[src/rtl/blfu_pkg.sv]
`timescale 1ns/1ps
package blfu_pkg;
  typedef struct packed {
    logic st_blk;
    logic ld_blk;
  } prot_t;

  // pair = {upper, lower}: lower 0 stops stores, upper 0 stops cross-section loads
  function automatic prot_t prot_decode(input logic [1:0] pair);
    prot_t p;
    p.st_blk = ~pair[0];
    p.ld_blk = ~pair[1];
    return p;
  endfunction
endpackage

[src/rtl/blfu_rst_sync.sv]
`timescale 1ns/1ps
module blfu_rst_sync (
  input  logic clk,
  input  logic rst_n,
  output logic rst_sn
);
  logic [1:0] sync_q;

  always_ff @(posedge clk or negedge rst_n) begin
    if (!rst_n) sync_q <= 2'b00;
    else        sync_q <= {sync_q[0], 1'b1};
  end

  assign rst_sn = sync_q[1];
endmodule

[src/rtl/blfu_window.sv]
`timescale 1ns/1ps
module blfu_window #(
  parameter int LD_WIN = 3,
  parameter int ST_WIN = 4
) (
  input  logic clk,
  input  logic rst_n,
  input  logic arm_i,
  input  logic disarm_i,
  input  logic ld_i,
  input  logic st_i,
  output logic ld_ok_o,
  output logic st_ok_o
);
  localparam int CW = $clog2(ST_WIN + 1);
  localparam logic [CW-1:0] FULL  = CW'(ST_WIN);
  localparam logic [CW-1:0] LD_TH = CW'(ST_WIN - LD_WIN);

  logic [CW-1:0] cnt_q, cnt_d;

  assign ld_ok_o = cnt_q > LD_TH;
  assign st_ok_o = cnt_q != '0;

  always_comb begin
    cnt_d = cnt_q;
    if (arm_i)                                      cnt_d = FULL;
    else if (disarm_i)                              cnt_d = '0;
    else if ((ld_i && ld_ok_o) || (st_i && st_ok_o)) cnt_d = '0;
    else if (cnt_q != '0)                           cnt_d = cnt_q - 1'b1;
  end

  always_ff @(posedge clk or negedge rst_n) begin
    if (!rst_n) cnt_q <= '0;
    else        cnt_q <= cnt_d;
  end

  assert_arm_opens_R3: assert property (@(posedge clk) disable iff (!rst_n)
    arm_i |=> (ld_ok_o && st_ok_o));
  assert_ld_within_st_R4: assert property (@(posedge clk) disable iff (!rst_n)
    ld_ok_o |-> st_ok_o);
endmodule

[src/rtl/blfu_lock_reg.sv]
`timescale 1ns/1ps
module blfu_lock_reg #(
  parameter int LOCK_W = 6
) (
  input  logic              clk,
  input  logic              rst_n,
  input  logic              erase_i,
  input  logic              prog_i,
  input  logic [3:0]        mask_i,
  output logic [LOCK_W-1:0] lock_o
);
  logic [LOCK_W-1:0] lock_q, lock_d;

  always_comb begin
    lock_d = lock_q;
    if (erase_i)     lock_d = '1;
    else if (prog_i) lock_d = lock_q & {mask_i, 2'b11};
  end

  always_ff @(posedge clk or negedge rst_n) begin
    if (!rst_n) lock_q <= '1;
    else        lock_q <= lock_d;
  end

  assign lock_o = lock_q;

  assert_one_way_R5: assert property (@(posedge clk) disable iff (!rst_n)
    !$past(erase_i) |-> ((lock_q & ~$past(lock_q)) == '0));
endmodule

[src/rtl/blfu_section.sv]
`timescale 1ns/1ps
module blfu_section #(
  parameter int ADDR_W   = 12,
  parameter int MIN_BOOT = 128
) (
  input  logic [1:0]        size_i,
  input  logic [ADDR_W-1:0] ld_word_i,
  input  logic [ADDR_W-1:0] st_word_i,
  output logic [ADDR_W-1:0] boot_start_o,
  output logic              ld_in_boot_o,
  output logic              st_in_boot_o
);
  logic [ADDR_W-1:0] boot_words;

  always_comb begin
    boot_words   = ADDR_W'(MIN_BOOT) << (~size_i);
    boot_start_o = '0 - boot_words;
    ld_in_boot_o = ld_word_i >= boot_start_o;
    st_in_boot_o = st_word_i >= boot_start_o;
  end
endmodule

[src/rtl/boot_lock_fuse_unit.sv]
`timescale 1ns/1ps
module boot_lock_fuse_unit #(
  parameter int ADDR_W   = 12,
  parameter int Z_W      = 16,
  parameter int MIN_BOOT = 128,
  parameter int LD_WIN   = 3,
  parameter int ST_WIN   = 4
) (
  input  logic              clk,
  input  logic              rst_n,
  input  logic              chip_erase_i,
  input  logic [1:0]        boot_size_i,
  input  logic [7:0]        fuse_lo_i,
  input  logic [7:0]        fuse_hi_i,
  input  logic              ctl_wr_i,
  input  logic              ctl_lockset_i,
  input  logic              ctl_en_i,
  input  logic              st_i,
  input  logic [ADDR_W-1:0] st_addr_i,
  input  logic [3:0]        st_mask_i,
  input  logic              ld_i,
  input  logic [Z_W-1:0]    ld_z_i,
  input  logic              ld_from_boot_i,
  input  logic [7:0]        flash_rdata_i,
  output logic [7:0]        ld_data_o,
  output logic              st_req_o,
  output logic              st_rej_o,
  output logic [ADDR_W-1:0] boot_start_o
);
  import blfu_pkg::*;

  localparam int LOCK_W = 6;
  localparam logic [Z_W-1:0] Z_FLO  = Z_W'(0);
  localparam logic [Z_W-1:0] Z_LOCK = Z_W'(1);
  localparam logic [Z_W-1:0] Z_FHI  = Z_W'(3);

  logic              rst_sn;
  logic              arm, disarm, ld_ok, st_ok;
  logic [LOCK_W-1:0] lock;
  logic              ld_in_boot, st_in_boot;
  logic              lock_prog, flash_st, st_blocked, ld_blocked;
  prot_t             app_p, boot_p;
  logic [7:0]        cfg_byte;

  blfu_rst_sync u_rst (.clk(clk), .rst_n(rst_n), .rst_sn(rst_sn));

  assign arm    = ctl_wr_i && ctl_lockset_i && ctl_en_i;
  assign disarm = ctl_wr_i && !arm;

  blfu_window #(.LD_WIN(LD_WIN), .ST_WIN(ST_WIN)) u_win (
    .clk(clk), .rst_n(rst_sn), .arm_i(arm), .disarm_i(disarm),
    .ld_i(ld_i), .st_i(st_i), .ld_ok_o(ld_ok), .st_ok_o(st_ok)
  );

  assign lock_prog = st_i && st_ok;
  assign flash_st  = st_i && !st_ok;

  blfu_lock_reg #(.LOCK_W(LOCK_W)) u_lock (
    .clk(clk), .rst_n(rst_sn), .erase_i(chip_erase_i),
    .prog_i(lock_prog), .mask_i(st_mask_i), .lock_o(lock)
  );

  blfu_section #(.ADDR_W(ADDR_W), .MIN_BOOT(MIN_BOOT)) u_sec (
    .size_i(boot_size_i), .ld_word_i(ld_z_i[ADDR_W:1]), .st_word_i(st_addr_i),
    .boot_start_o(boot_start_o), .ld_in_boot_o(ld_in_boot), .st_in_boot_o(st_in_boot)
  );

  always_comb begin
    app_p  = prot_decode(lock[3:2]);
    boot_p = prot_decode(lock[5:4]);
    st_blocked = st_in_boot ? boot_p.st_blk : app_p.st_blk;
    ld_blocked = ld_from_boot_i ? (!ld_in_boot && app_p.ld_blk)
                                : (ld_in_boot && boot_p.ld_blk);
    case (ld_z_i)
      Z_FLO:   cfg_byte = fuse_lo_i;
      Z_LOCK:  cfg_byte = {2'b11, lock};
      Z_FHI:   cfg_byte = fuse_hi_i;
      default: cfg_byte = 8'hFF;
    endcase
    if (ld_i && ld_ok)           ld_data_o = cfg_byte;
    else if (ld_i && ld_blocked) ld_data_o = 8'hFF;
    else                         ld_data_o = flash_rdata_i;
    st_req_o = flash_st && !st_blocked;
    st_rej_o = flash_st && st_blocked;
  end

  assert_req_rej_excl_R6: assert property (@(posedge clk) disable iff (!rst_sn)
    !(st_req_o && st_rej_o));
  assert_lockset_silent_R4: assert property (@(posedge clk) disable iff (!rst_sn)
    (st_i && st_ok) |-> !(st_req_o || st_rej_o));
  assert_boot_to_app_ff_R7: assert property (@(posedge clk) disable iff (!rst_sn)
    (ld_i && !ld_ok && ld_from_boot_i && !ld_in_boot && !lock[3]) |-> ld_data_o == 8'hFF);
  assert_lock_top_ones_R2: assert property (@(posedge clk) disable iff (!rst_sn)
    (ld_i && ld_ok && ld_z_i == Z_LOCK) |-> ld_data_o[7:6] == 2'b11);
endmodule

[config.mk]
export PLATFORM = sky130hd
export DESIGN_NAME = boot_lock_fuse_unit
export DESIGN_NICKNAME = d
export VERILOG_FILES = /design/src/rtl/blfu_pkg.sv /design/src/rtl/blfu_rst_sync.sv /design/src/rtl/blfu_window.sv /design/src/rtl/blfu_lock_reg.sv /design/src/rtl/blfu_section.sv /design/src/rtl/boot_lock_fuse_unit.sv
export SDC_FILE = /design/constraint.sdc
export NUM_CORES = 1
export LEC_CHECK = 0
export ABC_AREA = 1
export BUFFER_PORTS_ARGS = -buffer_cell sky130_fd_sc_hd__buf_4
export CORE_MARGIN = 5
export CORE_UTILIZATION = 48
export CTS_CLUSTER_SIZE = 14
export DETAILED_ROUTE_END_ITERATION = 6
export PLACE_DENSITY_LB_ADDON = 0.12
export SYNTH_ARGS = -nofsm -noshare
export SYNTH_HDL_FRONTEND = slang
export SYNTH_SLANG_ARGS = --single-unit
[constraint.sdc]
create_clock -name clk -period 4.1 [get_ports clk]
set_input_delay 0.41 -clock clk [delete_from_list [all_inputs] [get_ports clk]]
set_output_delay 0.41 -clock clk [all_outputs]
set_load 0.01 [all_outputs]
Word-level counts from Yosys, hierarchy flattened:

Index checks and enable logic that the tools add are counted.
W data, S select, Z words.

* register bits: 11
* bits of input ports: 67
* output and inout port bits: 22
* logic and storage cells: 48

* add/sub/neg operators: 2
* $lt $le $gt $ge: 3
* equality and inequality tests: 2
* shifts and indexed selects: 1
* mux-type cells: 11
* bitwise logic cells: 6
* reductions and logical operators: 20

Operators by type and width (count)
* $ge A12 B12 Y1: 2
* $pmux W8 S3: 1
* $eq A16 B1 Y1 const B: 1
* $eq A16 B2 Y1 const B: 1
* $logic_not A16 Y1: 1
* $mux W8: 2
* $mux W3: 4
* $mux W6: 2
* $shl A8 B2 Y12 const A: 1
* $sub A1 B12 Y12 const A: 1
* $logic_and A1 B1 Y1: 11
* $and A6 B6 Y6: 1
* $logic_not A1 Y1: 4
* $not A1 Y1: 4
* $reduce_bool A4 Y1: 1
* $gt A3 B1 Y1 const B: 1
* $reduce_bool A3 Y1: 1
* $sub A3 B1 Y3 const B: 1
* $mux W1: 2
* $not A2 Y2: 1
* $reduce_bool A2 Y1: 1
* $logic_or A1 B1 Y1: 1

Logic depth before layout (Yosys ltp):

Gate-level depths: netlist of run 1.

* word-level depth: 10
* gate-level depth with buffers: 13
* gate-level depth less buffers: 13

By module:

Synthesis of run 1 repeated with hierarchy kept, for this count alone.

* cell total of the unflattened synthesis: 214
* area, all modules: 1322.5 µm²

By module, submodules not included
* boot_lock_fuse_unit: instances 1, cells an instance 104, area each 519.2 µm², sequential area each 0.0 µm²
* blfu_section: instances 1, cells an instance 46, area each 291.5 µm², sequential area each 0.0 µm²
* blfu_window: instances 1, cells an instance 37, area each 249.0 µm², sequential area each 75.1 µm²
* blfu_lock_reg: instances 1, cells an instance 24, area each 209.0 µm², sequential area each 131.4 µm²
* blfu_rst_sync: instances 1, cells an instance 3, area each 53.8 µm², sequential area each 50.0 µm²

Worst setup path after synthesis of run 1:

No wires, ideal clock.

* path kind: input-to-output
* start: input boot_size_i[1]
* end: output ld_data_o[0]
* arrival: 1971 ps
* data required time: 3690 ps
* slack: 1719 ps
* cell stages on the path: 12
* path buffers: 0
* cell sequence: nand2_1 ha_1 inv_1 ha_1 nand2_1 nor2_1 nand3_1 nand3_1 nand2_1 nand2_1 nand3_4 a21oi_1

* cells in the longest elaborated chain, start to end: 10
* elaborated cells on any way between the ends: 11
* those cells by class: 1 x add/sub; 1 x order compare; 1 x shift; 3 x mux; 1 x bitwise; 4 x reduce/logical

Ends and longest elaborated chain
* start, declared: RTL line boot_lock_fuse_unit.sv:12 `input logic [1:0] boot_size_i,`
* $not A2 Y2 *: RTL line blfu_section.sv:16 `boot_words = ADDR_W'(MIN_BOOT) << (~size_i);`
* $shl A8 B2 Y12 *: RTL line blfu_section.sv:16
* $sub A1 B12 Y12 *: RTL line blfu_section.sv:17 `boot_start_o = '0 - boot_words;`
* named net boot_start_o[8]: RTL line boot_lock_fuse_unit.sv:28 `output logic [ADDR_W-1:0] boot_start_o`
* $ge A12 B12 Y1 *: RTL line blfu_section.sv:18 `ld_in_boot_o = ld_word_i >= boot_start_o;`
* $logic_not A1 Y1: RTL line boot_lock_fuse_unit.sv:72 `ld_blocked = ld_from_boot_i ? (!ld_in_boot && app_p.ld_blk)`
* $logic_and A1 B1 Y1: RTL line boot_lock_fuse_unit.sv:72
* $mux W1 *: RTL line boot_lock_fuse_unit.sv:72
* $logic_and A1 B1 Y1 *: RTL line boot_lock_fuse_unit.sv:81 `else if (ld_i && ld_blocked) ld_data_o = 8'hFF;`
* $mux W8 *: RTL line boot_lock_fuse_unit.sv:81
* $mux W8 *: RTL line boot_lock_fuse_unit.sv:80 `if (ld_i && ld_ok) ld_data_o = cfg_byte;`
* end, declared: RTL line boot_lock_fuse_unit.sv:25 `output logic [7:0] ld_data_o,`

The timed path passes the listed nets; every way through them passes the cells marked *.

Worst setup path after layout of run 1:

* start: input boot_size_i[1]
* end: output ld_data_o[7]

* cells in the longest elaborated chain, start to end: 10
* elaborated cells on any way between the ends: 11
* those cells by class: 1 x add/sub; 1 x order compare; 1 x shift; 3 x mux; 1 x bitwise; 4 x reduce/logical

Ends and longest elaborated chain (RTL line)
* $not A2 Y2 *: blfu_section.sv:16
* $shl A8 B2 Y12 *: blfu_section.sv:16
* $sub A1 B12 Y12 *: blfu_section.sv:17
* $ge A12 B12 Y1 *: blfu_section.sv:18
* $logic_not A1 Y1: boot_lock_fuse_unit.sv:72
* $logic_and A1 B1 Y1: boot_lock_fuse_unit.sv:72
* $mux W1 *: boot_lock_fuse_unit.sv:72
* $logic_and A1 B1 Y1 *: boot_lock_fuse_unit.sv:81
* $mux W8 *: boot_lock_fuse_unit.sv:81
* $mux W8 *: boot_lock_fuse_unit.sv:80

Mark *: on every way between the ends. The rest lies on a longest branch, timed or not.

==> key figures, run 1 <==
STA
  • Fin crit share: 63.7%
  • Setup TNS: 0 ns
  • Final Critical Period: approximately 2.6 ns
  • Worst slew pin tran: 0.817 ns
  • Unrepaired setup endpoints after global routing: no
  • Slew Viols, Final: 0
  • Setup Viol. Count Final: 0
  • Max Clk Rate: around 380 MHz
  • Final hold vios: 0
  • Worst clock skew: 0.00119 ns
  • Rel. slew slack: ~45%

Synth
  • Sequential-to-total area share from yosys stat: 17.1%
  • Main synth FF type: dfstp_2
  • Post-Synthesis Cells: 228
  • Synth cell types: 34
  • EDFF count, synth: 0
  • Mapped Area: 1500 um^2
  • Fraction of registers with async set/reset: between 90% and 100%
  • Yosys warning total: 0
  • Flops & latches, synth: 10
  • Syn_area_per_cell: 6.57 um^2

Critical path
  • Crit-path max cell delay: 0.32 ns
  • Arrival @ worst endpoint: 2.20 ns
  • CP required: about 3.7 ns
  • Most frequent CP cell: nand2_1
  • R2R cell count: 8
  • Crit-path max FO: 8
  • Worst Setup Path Type: input port to output pin
  • Critical path's slowest cell: ha_1
  • RR Endpoint: u_win.cnt_q[1]
  • Setup slack, reg-to-reg: 2.74 ns
  • Worst path cell trace: buf_4 -> nand2_1 -> ha_1 -> inv_1 -> ha_1 -> nand2_1 -> nor2_1 -> nand3_1 -> nand3_1 -> nand2_1 -> nand2_1 -> nand3_4 -> a21oi_1 -> buf_4
  • CP Launch Type: input port
  • CP endpoint kind: output pin
  • FF-to-FF Start: u_win.cnt_q[0]

GRT
  • Vias in the first global route: 1451
  • First-pass GRT wire length: around 5700 um
  • GR Util All Layers: approximately 16%
  • Initial antenna violation count: 0
  • Largest net degree at the start of global routing: 21
  • Gr ovfl total: 0

Finish
  • FF/Latch Area: between 200 and 300 um^2
  • Fill cells: approximately 290
  • Layout cell share with drive strength beyond 1: 38.7%
  • Final Cell Area: around 2100 um^2
  • Antenna diodes: 0
  • Area delta synth->final: 40.7%
  • Fin nets: 384
  • Multi-input combinational cell area: 1030 um^2

CTS
  • Clock Path Buffers: 2
  • Clk root buf: clkbuf_4
  • Clock latency at the later pin of the worst-skew pair: 0.26 ns
  • Sink Count: 10
  • CTS tree: done
  • TritonCTS Buffers: 3
  • H-tree level count: 1
  • Worst-path clk slew: 0.06 ns

Route
  • Final wirelength: 3570 um
  • Via count: 1601
  • TritonRoute pass-1 iters: 4
  • DR iter-0 viols: around 130
  • Antenna-violating nets left: 0
  • WL/cell: around 10 um
  • Via/cell ratio: ~4.6
  • DR DRC count: 0

Power
  • Combinational Power Share: 60.5%
  • Internal power: 344 uW
  • Peak supply drop: 0.000252 V
  • Psw: between 200 and 250 uW
  • Leakage: 1.16 nW
  • Sequential power share: 24.5%
  • Pwr dens: 271 nW/um^2
  • Sw frac: 39.9%
  • Clock Power Share: between 10% and 20%

Hold path
  • Hold crit path type: flip-flop to asynchronous set/reset pin

Placement
  • GP Congestion: 0.815
  • IO Port Bufs: 76
  • HPWL after detailed placement: 3130 um
  • Area after DPL: 2060 um^2

Run
  • Max cap viols: 0

Run status
  • Status: finished clean

Die
  • Die height: between 60 and 70 um
  • Initial Util: 49.5%
  • Die area: 4340 um^2
  • I/O pins: just under 90
  • Die W: 65.9 um
  • Row Count: 20
  • Core area: 3030 um^2
-- sequential cells by signal, indices dropped and copies added (netlist names) --
register	count
u_rst.sync_q	2
u_win.cnt_q	3
u_lock.lock_o	5
-- through the flow --
stage / hold slack [ns] / instances / power [mW] / setup slack (ns) / util, %
final: 0.113 / 349 / 0.573 / 1.49 / 69.7
after global routing: 0.144 / 349 / 0.640 / 1.26 / 69.7
after floorplan: 0.0908 / 236 / 0.373 / 1.72 / -
after global placement: 0.122 / 344 / 0.484 / 1.49 / 68.1
after detailed placement: 0.118 / 344 / 0.492 / 1.47 / 68.1
after CTS: 0.124 / 349 / 0.581 / 1.46 / 69.7
-- power by group through the flow --
stage / logic, mW / clock network, mW / registers, mW
3_5_place_dp: 0.350 / 0 / 0.142
4_1_cts: 0.352 / 0.0882 / 0.140
5_1_grt: 0.401 / 0.0948 / 0.145
2_1_floorplan: 0.235 / 0 / 0.138
6_report: 0.346 / 0.0858 / 0.140
3_3_place_gp: 0.342 / 0 / 0.142
-- critical path: cells and delay by family --
| kind | cells | cell delay [ns] |
|---|---|---|
| AND/OR/NAND/NOR | 8 | 0.76 |
| buffers and inverters | 3 | 0.30 |
| AO/OA/AOI/OAI | 1 | 0.15 |
| adder cells (fa/ha/maj) | 2 | 0.59 |
-- cell families (layout without fill, tap and decap cells) --
group	after synthesis	count (layout)	synth area share, %
AO/OA/AOI/OAI	28	28	11.6
XOR/XNOR	2	2	1.67
adder cells (fa/ha/maj)	11	11	9.18
buffers and inverters	51	120	15.9
flip-flops	10	10	17.1
other	2	10	0.501
AND/OR/NAND/NOR	124	124	44.0
-- synthesized netlist by cell type, drive strengths merged, types with 2 or more instances --
master   n  area (um^2)
nand3   25          163
a21oi   13         83.8
clkinv   2         8.75
dfstp    5          131
o21ai   10         53.8
nand4   14         87.6
nor2    30          156
inv     37          139
dfrtp    5          125
nand2   46          198
conb     2         7.51
ha      11          138
buf     12         91.3
or2      8         50.1
-- how the worst max path moves through the flow --
stage | from | endpoint | slack, ns | cells past startpoint
after CTS | boot_size_i[1] | ld_data_o[7] | 1.46 | 14
after floorplan | boot_size_i[1] | ld_data_o[0] | 1.72 | 12
after global routing | boot_size_i[1] | ld_data_o[1] | 1.26 | 14
after global placement | boot_size_i[1] | ld_data_o[1] | 1.49 | 14
after detailed placement | boot_size_i[1] | ld_data_o[0] | 1.47 | 14
final | boot_size_i[1] | ld_data_o[7] | 1.49 | 14
-- metal layers --
metal | global-route usage, % | wire (um) | vias to the layer above
met5 | 0 | 0 | -
met4 | 4.66 | 33 | 0
met2 | 30.2 | 1790 | 44
li1 | - | - | 873
met1 | 19.2 | 1450 | 680
met3 | 2.55 | 296 | 4
-- cell usage in the layout, fill, tap and decap left out --
| master | count |
|---|---|
| a211oi_1 | 1 |
| a21boi_0 | 1 |
| a21oi_1 | 8 |
| a21oi_2 | 5 |
| buf_4 | 76 |
| clkbuf_4 | 3 |
| clkbuf_8 | 1 |
| clkinv_1 | 1 |
| clkinv_2 | 1 |
| conb_1 | 10 |
| dfrtp_1 | 5 |
| dfstp_2 | 5 |
| dlygate4sd3_1 | 1 |
| ha_1 | 11 |
| inv_1 | 37 |
| nand2_1 | 40 |
| nand2_2 | 4 |
| nand2_4 | 2 |
| nand3_1 | 22 |
| nand3_4 | 3 |
| nand4_1 | 14 |
| nor2_1 | 22 |
| nor2_2 | 5 |
| nor2_4 | 2 |
| nor2_8 | 1 |
| nor3_1 | 1 |
| o21ai_0 | 8 |
| o21ai_1 | 1 |
| o21ai_2 | 1 |
| o21bai_1 | 1 |
| o22ai_1 | 1 |
| o31ai_1 | 1 |
| or2_2 | 8 |
| xnor2_1 | 1 |
| xor2_2 | 1 |
-- final cells by class --
cell class,count,area share (%)
Multi-Input combinational cell,175,49.0
Inverter,39,7.00
Clock buffer,4,1.72
Sequential cell,10,12.2
Tap cell,44,2.61
Timing Repair Buffer,77,27.5
-- what timing repair did --
action / in CTS / in global routing
setup endpoints to repair: 0 / 0
hold buffers: 1 / 0
setup buffers: 0 / 0
resized for setup: 0 / 0
endpoints found under the hold margin: 2 / 0
No activity file was read; power rests on OpenSTA's default activity.
==> run 2: changes to the inputs <==
--- a/config.mk
+++ b/config.mk
@@ -8,7 +8,7 @@
 export ABC_AREA = 1
 export BUFFER_PORTS_ARGS = -buffer_cell sky130_fd_sc_hd__buf_4
 export CORE_MARGIN = 5
-export CORE_UTILIZATION = 48
+export CORE_UTILIZATION = 44
 export CTS_CLUSTER_SIZE = 14
 export DETAILED_ROUTE_END_ITERATION = 6
 export PLACE_DENSITY_LB_ADDON = 0.12
==> constraint.sdc (replaced) <==
create_clock -name clk -period 2.5 [get_ports clk]
set_input_delay 0.25 -clock clk [delete_from_list [all_inputs] [get_ports clk]]
set_output_delay 0.25 -clock clk [all_outputs]
set_load 0.01 [all_outputs]
==> run 2 against run 1 <==
  * Non-clock buffer count grew 1
  * Cell area grew 0.47%
  * Clock power grew 63%
  * Register-to-register slack lost 1.6 ns
  * Sequential share of layout area shrank 0.057 points
  * Wire length grew 3.9%
  * Worst hold slack gained 0.010 ns
  * Utilization shrank 5.6 points
  * Global-route usage shrank 0.44 points
  * Setup slack lost 1.3 ns
  * Critical endpoint is now ld_data_o[0]
  * Highest routed layer unchanged
==> key figures, run 2 (synthesis gave the netlist of run 1 again) <==
Run status
  • Status: finished clean

CTS
  • Setup bufs post-CTS: 0 (unchanged)
  • CTS Hold Bufs: 1 (unchanged)
  • Sink Count: 10 (unchanged)
  • Clk root buf: clkbuf_4
  • Clock latency at the later pin of the worst-skew pair: 0.26 ns (about the same)
  • CTS tree: done
  • Worst-path clk slew: 0.06 ns (about the same)
  • TritonCTS Buffers: 3 (unchanged)
  • Cts repair resizes: 0 (unchanged)
  • Clock Path Buffers: 2 (unchanged)
  • H-tree level count: 1 (unchanged)

Placement
  • HPWL after detailed placement: 3230 um (+3.0%)
  • DP Cell Count: 347 (+0.87%)
  • GP Congestion: 0.792 (-2.8%)
  • IO Port Bufs: 76 (unchanged)
  • Place WS: 0.193 ns (-1.27 ns)

Die
  • Initial Util: 45.3% (-4.2 points)
  • Die height: 68.4 um (+3.8%)
  • Die area: 4670 um^2 (+7.7%)
  • I/O pins: 89 (unchanged)
  • Core area: 3310 um^2 (+9.3%)
  • Die W: 68.4 um (+3.8%)
  • Row Count: 21 (+5.0%)

Critical path
  • CP required: 2.25 ns (-1.44 ns)
  • CP endpoint kind: output pin
  • Setup slack, reg-to-reg: 1.10 ns (-1.64 ns)
  • CP Launch Type: input port
  • RR Endpoint: u_win.cnt_q[1]
  • R2R cell count: 8 (unchanged)
  • FF-to-FF Start: u_win.cnt_q[0]
  • Arrival @ worst endpoint: 2.04 ns (-0.16 ns)
  • Worst Setup Path Type: input port to output pin
  • Crit-path max FO: 8 (unchanged)

Finish
  • Multi-input combinational cell area: 1030 um^2 (unchanged)
  • Fin nets: 385 (+0.26%)
  • Most common cell after layout, fill and taps aside: buf_4
  • Commonest cells after routing, fill and taps aside: buf_4 (77), nand2_1 (40), inv_1 (37)
  • Antenna diodes: 0 (unchanged)
  • Area delta synth->final: 41.4%
  • Post-route insts no fill: 352 (+0.86%)
  • Layout cell share with drive strength beyond 1: 38.9% (+0.20 points)
  • Fill cells: 363 (+26%)
  • FF/Latch Area: 256 um^2 (unchanged)
  • Max reg flops: 5 (unchanged)

Route
  • DR iter-0 viols: 84 (-35%)
  • Final wirelength: 3710 um (+3.9%)
  • TritonRoute pass-1 iters: 4 (unchanged)
  • Via count: 1630 (+1.8%)
  • DR DRC count: 0 (unchanged)
  • Antenna-violating nets left: 0 (unchanged)
  • Via/cell ratio: 4.63 (+0.94%)
  • WL/cell: 10.5 um (+3.0%)

STA
  • Setup Viol. Count Final: 0 (unchanged)
  • Slack of the critical path: 0.213 ns (-1.27 ns)
  • Setup TNS: 0 ns (unchanged)
  • Slew Viols, Final: 0 (unchanged)
  • Max Clk Rate: 437 MHz
  • Fin crit share: 91.5%
  • Final hold vios: 0 (unchanged)
  • Unrepaired setup endpoints after global routing: no
  • Worst clock skew: 0.00294 ns (+0.00175 ns)
  • Final Critical Period: 2.29 ns

Run
  • Max cap viols: 0 (unchanged)

Power
  • Pwr dens: 445 nW/um^2 (+64%)
  • Leakage: 1.16 nW (+0.47%)
  • Peak supply drop: 0.000433 V (+72%)
  • Final Power: 943 uW (+65%)

GRT
  • Initial antenna violation count: 0 (unchanged)
  • Largest net degree at the start of global routing: 21 (unchanged)
  • Vias in the first global route: 1486 (+2.4%)
  • Gr ovfl total: 0 (unchanged)
  • GR Util All Layers: 15.9% (-0.44 points)
  • First-pass GRT wire length: 5850 um (+2.3%)

Hold path
  • Hold crit path type: flip-flop to asynchronous set/reset pin
[run 2: changes by cell type in the layout (fill, tap and decap cells not counted)]
cell	previous run	this run
buf_4	76	77
[run 2: final cells by class]
cell class / instances / share of cell area, %
Multi-Input combinational cell: 175 / 48.8
Tap cell: 46 / 2.72
Timing Repair Buffer: 78 / 27.7
Inverter: 39 / 6.97
Clock buffer: 4 / 1.71
Sequential cell: 10 / 12.1
[run 2: power by group]
group / total, mW / switching, mW / internal [mW]
clock network: 0.140 / 0.0518 / 0.0883
logic: 0.571 / 0.300 / 0.271
registers: 0.232 / 0.0275 / 0.205
[run 2: routing by layer]
metal | wire (um) | share of wire (%) | GRT usage (%) | up-vias
li1 | - | - | - | 877
met1 | 1450 | 39 | 18.2 | 698
met2 | 1900 | 51 | 30.6 | 51
met3 | 337 | 9.1 | 2.30 | 4
met4 | 21 | 0.57 | 3.72 | 0
met5 | 0 | 0 | 0 | -
[run 2: metrics by stage]
step | instance area, um^2 | utilization [%] | hold slack (ns)
2_1_floorplan | 1530 | - | -0.0456
3_3_place_gp | 2070 | 62.6 | 0.0333
3_5_place_dp | 2070 | 62.6 | 0.0340
4_1_cts | 2120 | 64.0 | 0.134
5_1_grt | 2120 | 64.0 | 0.148
6_report | 2120 | 64.0 | 0.123
[run 2: worst max-delay path by stage]
stage	from	end	slack, ns	cells after the start
3_3_place_gp	boot_size_i[1]	ld_data_o[6]	0.21	14
4_1_cts	boot_size_i[1]	ld_data_o[7]	0.19	14
2_1_floorplan	boot_size_i[1]	ld_data_o[0]	0.44	12
6_report	boot_size_i[1]	ld_data_o[0]	0.21	14
3_5_place_dp	boot_size_i[1]	ld_data_o[7]	0.19	14
5_1_grt	boot_size_i[1]	ld_data_o[0]	0.03	14
[run 2: worst max-delay path: stages]
cell,delay (ns)
buf_4,0.10
nand2_1,0.12
ha_1,0.32
inv_1,0.06
ha_1,0.27
nand2_1,0.04
nor2_1,0.11
nand3_1,0.10
nand3_1,0.10
nand2_1,0.05
nand2_1,0.09
nand3_4,0.13
a21oi_1,0.16
buf_4,0.14
==> run 3: changes to the inputs <==
--- a/config.mk
+++ b/config.mk
@@ -7,10 +7,12 @@
 export LEC_CHECK = 0
 export ABC_AREA = 1
 export BUFFER_PORTS_ARGS = -buffer_cell sky130_fd_sc_hd__buf_4
+export CORE_ASPECT_RATIO = 1.1
 export CORE_MARGIN = 5
 export CORE_UTILIZATION = 44
 export CTS_CLUSTER_SIZE = 14
 export DETAILED_ROUTE_END_ITERATION = 6
+export HOLD_SLACK_MARGIN = 0.15
 export PLACE_DENSITY_LB_ADDON = 0.12
 export SYNTH_ARGS = -nofsm -noshare
 export SYNTH_HDL_FRONTEND = slang
==> run 3 against run 2 <==
  * Sequential share of layout area shrank 0.078 points
  * Global-route usage shrank 0.50 points
  * Fmax rose by 1.3%
  * Sequential power barely moved
  * Cell count decreased by 2.6%
  * Setup slack better by 0.030 ns
  * Worst hold slack better by 0.049 ns
  * Non-clock buffer count up 1
  * Register-to-register slack improved by 0.02 ns
  * Total power increased by 1.1%
  * Via count down 0.43%
  * Critical endpoint unchanged
  * Largest power group unchanged
==> key figures, run 3 (synthesis gave the netlist of run 1 again) <==
Route
  • Final wirelength: 3660 um (-1.1%)
  • DR DRC count: 0 (unchanged)
  • Via count: 1623 (-0.43%)
  • Via/cell ratio: 4.73 (+2.2%)
  • WL/cell: 10.7 um (+1.5%)
  • Antenna-violating nets left: 0 (unchanged)
  • TritonRoute pass-1 iters: 4 (unchanged)
  • DR iter-0 viols: 83 (-1.2%)

Finish
  • Max reg flops: 5 (unchanged)
  • Commonest cells after routing, fill and taps aside: buf_4 (77), nand2_1 (39), inv_1 (37)
  • Area delta synth->final: 42.3%
  • Layout cell share with drive strength beyond 1: 40.4% (+1.5 points)
  • Most common cell after layout, fill and taps aside: buf_4
  • Fin nets: 386 (+0.26%)
  • Fill cells: 335 (-7.7%)
  • Layout Utilization: 64.6% (+0.56 points)
  • Post-route insts no fill: 343 (-2.6%)
  • FF/Latch Area: 256 um^2 (unchanged)
  • Antenna diodes: 0 (unchanged)
  • Multi-input combinational cell area: 1050 um^2 (+1.6%)

Hold path
  • Hold crit path type: input port to flip-flop
  • Hold endpoint: u_win.cnt_q[1]
  • Hold path startpoint: ctl_wr_i
  • Hold path depth: 2

Die
  • Row Count: 22 (+4.8%)
  • Core area: 3300 um^2 (-0.23%)
  • Die area: 4680 um^2 (about the same)
  • Die W: 65.7 um (-4.0%)
  • I/O pins: 89 (unchanged)
  • Initial Util: 45.4% (+0.10 points)
  • Die height: 71.2 um (+4.2%)

GRT
  • Largest net degree at the start of global routing: 14 (-33%)
  • Met3 Use GR: 1.88% (-0.42 points)
  • Met2 GRT Util: 28.1% (-2.5 points)
  • GR Util All Layers: 15.4% (-0.50 points)
  • First-pass GRT wire length: 5960 um (+1.9%)
  • Initial antenna violation count: 0 (unchanged)
  • Vias in the first global route: 1468 (-1.2%)
  • Layer with the highest usage: met2
  • Met1 Track Usage GR: 19.1% (+0.90 points)
  • Gr ovfl total: 0 (unchanged)

STA
  • Setup TNS: 0 ns (unchanged)
  • Worst slew pin tran: ~0.57 ns
  • Slew Viols, Final: 0 (unchanged)
  • Worst hold slack: 0.172 ns (+0.0486 ns)
  • Worst clock skew: 0.00372 ns (+0.000781 ns)
  • Final Critical Period: 2.26 ns (-0.0302 ns)
  • Rel. slew slack: approximately 62%
  • Final hold vios: 0 (unchanged)
  • Fin crit share: 90.3% (-1.2 points)
  • Max Clk Rate: 443 MHz (+1.3%)
  • Setup Viol. Count Final: 0 (unchanged)

CTS
  • CTS tree: done
  • TritonCTS Buffers: 3 (unchanged)
  • H-tree level count: 1 (unchanged)
  • Clk root buf: clkbuf_4
  • Clock Path Buffers: 2 (unchanged)
  • Setup bufs post-CTS: 0 (unchanged)
  • Sink Count: 10 (unchanged)
  • Clock latency at the later pin of the worst-skew pair: 0.26 ns (about the same)
  • Worst-path clk slew: 0.07 ns (about the same)

Placement
  • IO Port Bufs: 76 (unchanged)
  • HPWL after detailed placement: 3130 um (-3.0%)
  • DP Cell Count: 337 (-2.9%)
  • GP Congestion: 0.813 (+2.7%)

Power
  • Leakage: 1.17 nW (+0.55%)
  • Peak supply drop: 0.000430 V (-0.81%)
  • Pwr dens: 447 nW/um^2 (+0.48%)
  • Final Power: 954 uW (+1.1%)

Critical path
  • Setup slack, reg-to-reg: 1.12 ns (+0.02 ns)
  • Crit-path max cell delay: 0.28 ns (-0.04 ns)
  • Crit path max-delay family: simple AND/OR/NAND/NOR gates
  • Buf/Inv on CP: 4 (+1)
  • CP Launch Type: input port
  • Critical path's slowest cell: ha_1
  • CP required: 2.25 ns (about the same)
  • R2R cell count: 8 (unchanged)
  • Worst path cell trace: buf_4 -> inv_1 -> nand2_1 -> ha_1 -> inv_1 -> ha_1 -> nand2_1 -> nor2_2 -> nand3_1 -> nand3_1 -> nand2_1 -> nand2_1 -> nand3_4 -> a21oi_1 -> buf_4
  • Crit-path max FO: 8 (unchanged)
  • Most frequent CP cell: nand2_1
  • RR Endpoint: u_win.cnt_q[1]
  • CP endpoint kind: output pin
  • FF-to-FF Start: u_win.cnt_q[0]
  • Worst Setup Path Type: input port to output pin
  • Arrival @ worst endpoint: 2.01 ns (-0.03 ns)

Run status
  • Status: finished clean

Run
  • Max cap viols: 0 (unchanged)
run 3: changes by cell type in the layout (fill, tap and decap cells not counted), sizes merged:
cell / change
dlygate4sd3: +1
run 3: layer usage:
layer	routed length, um	share of wire [%]	vias to the layer above
li1	-	-	879
met1	1480	40	699
met2	1930	53	43
met3	245	6.7	2
met4	13	0.35	0
met5	0	0	-
run 3: repair_timing:
item,CTS,global route
hold buffers,2,0
gates resized for setup,0,5
setup endpoints to repair,0,5
hold endpoints to repair,5,0
run 3: metrics by stage:
stage | area (um^2) | setup slack (ns)
finish | 2130 | 0.243
global route | 2130 | -0.00161
CTS | 2120 | 0.192
detailed placement | 2060 | 0.198
global placement | 2060 | 0.220
floorplan | 1530 | 0.439
run 3: power by group:
| group | total (mW) | leakage [nW] | switching (mW) | internal, mW |
|---|---|---|---|---|
| Clock | 0.144 | 0.0210 | 0.0558 | 0.0884 |
| Combinational | 0.578 | 1.03 | 0.303 | 0.275 |
| Sequential | 0.231 | 0.116 | 0.0263 | 0.205 |
run 3: layout make-up:
| class | instances | share of cell area, % |
|---|---|---|
| multi-input cells | 175 | 49.2 |
| repair buffers | 79 | 28.0 |
| flip-flops and latches | 10 | 12.0 |
| inverters | 39 | 6.92 |
| well taps | 36 | 2.11 |
| clock buffers | 4 | 1.70 |
run 3: worst max path at each step:
stage / cells past startpoint / end / startpoint
after floorplan: 12 / ld_data_o[0] / boot_size_i[1]
after global placement: 14 / ld_data_o[7] / boot_size_i[1]
after detailed placement: 14 / ld_data_o[6] / boot_size_i[1]
after CTS: 14 / ld_data_o[6] / boot_size_i[1]
after global routing: 15 / ld_data_o[7] / boot_size_i[0]
final: 15 / ld_data_o[0] / boot_size_i[0]
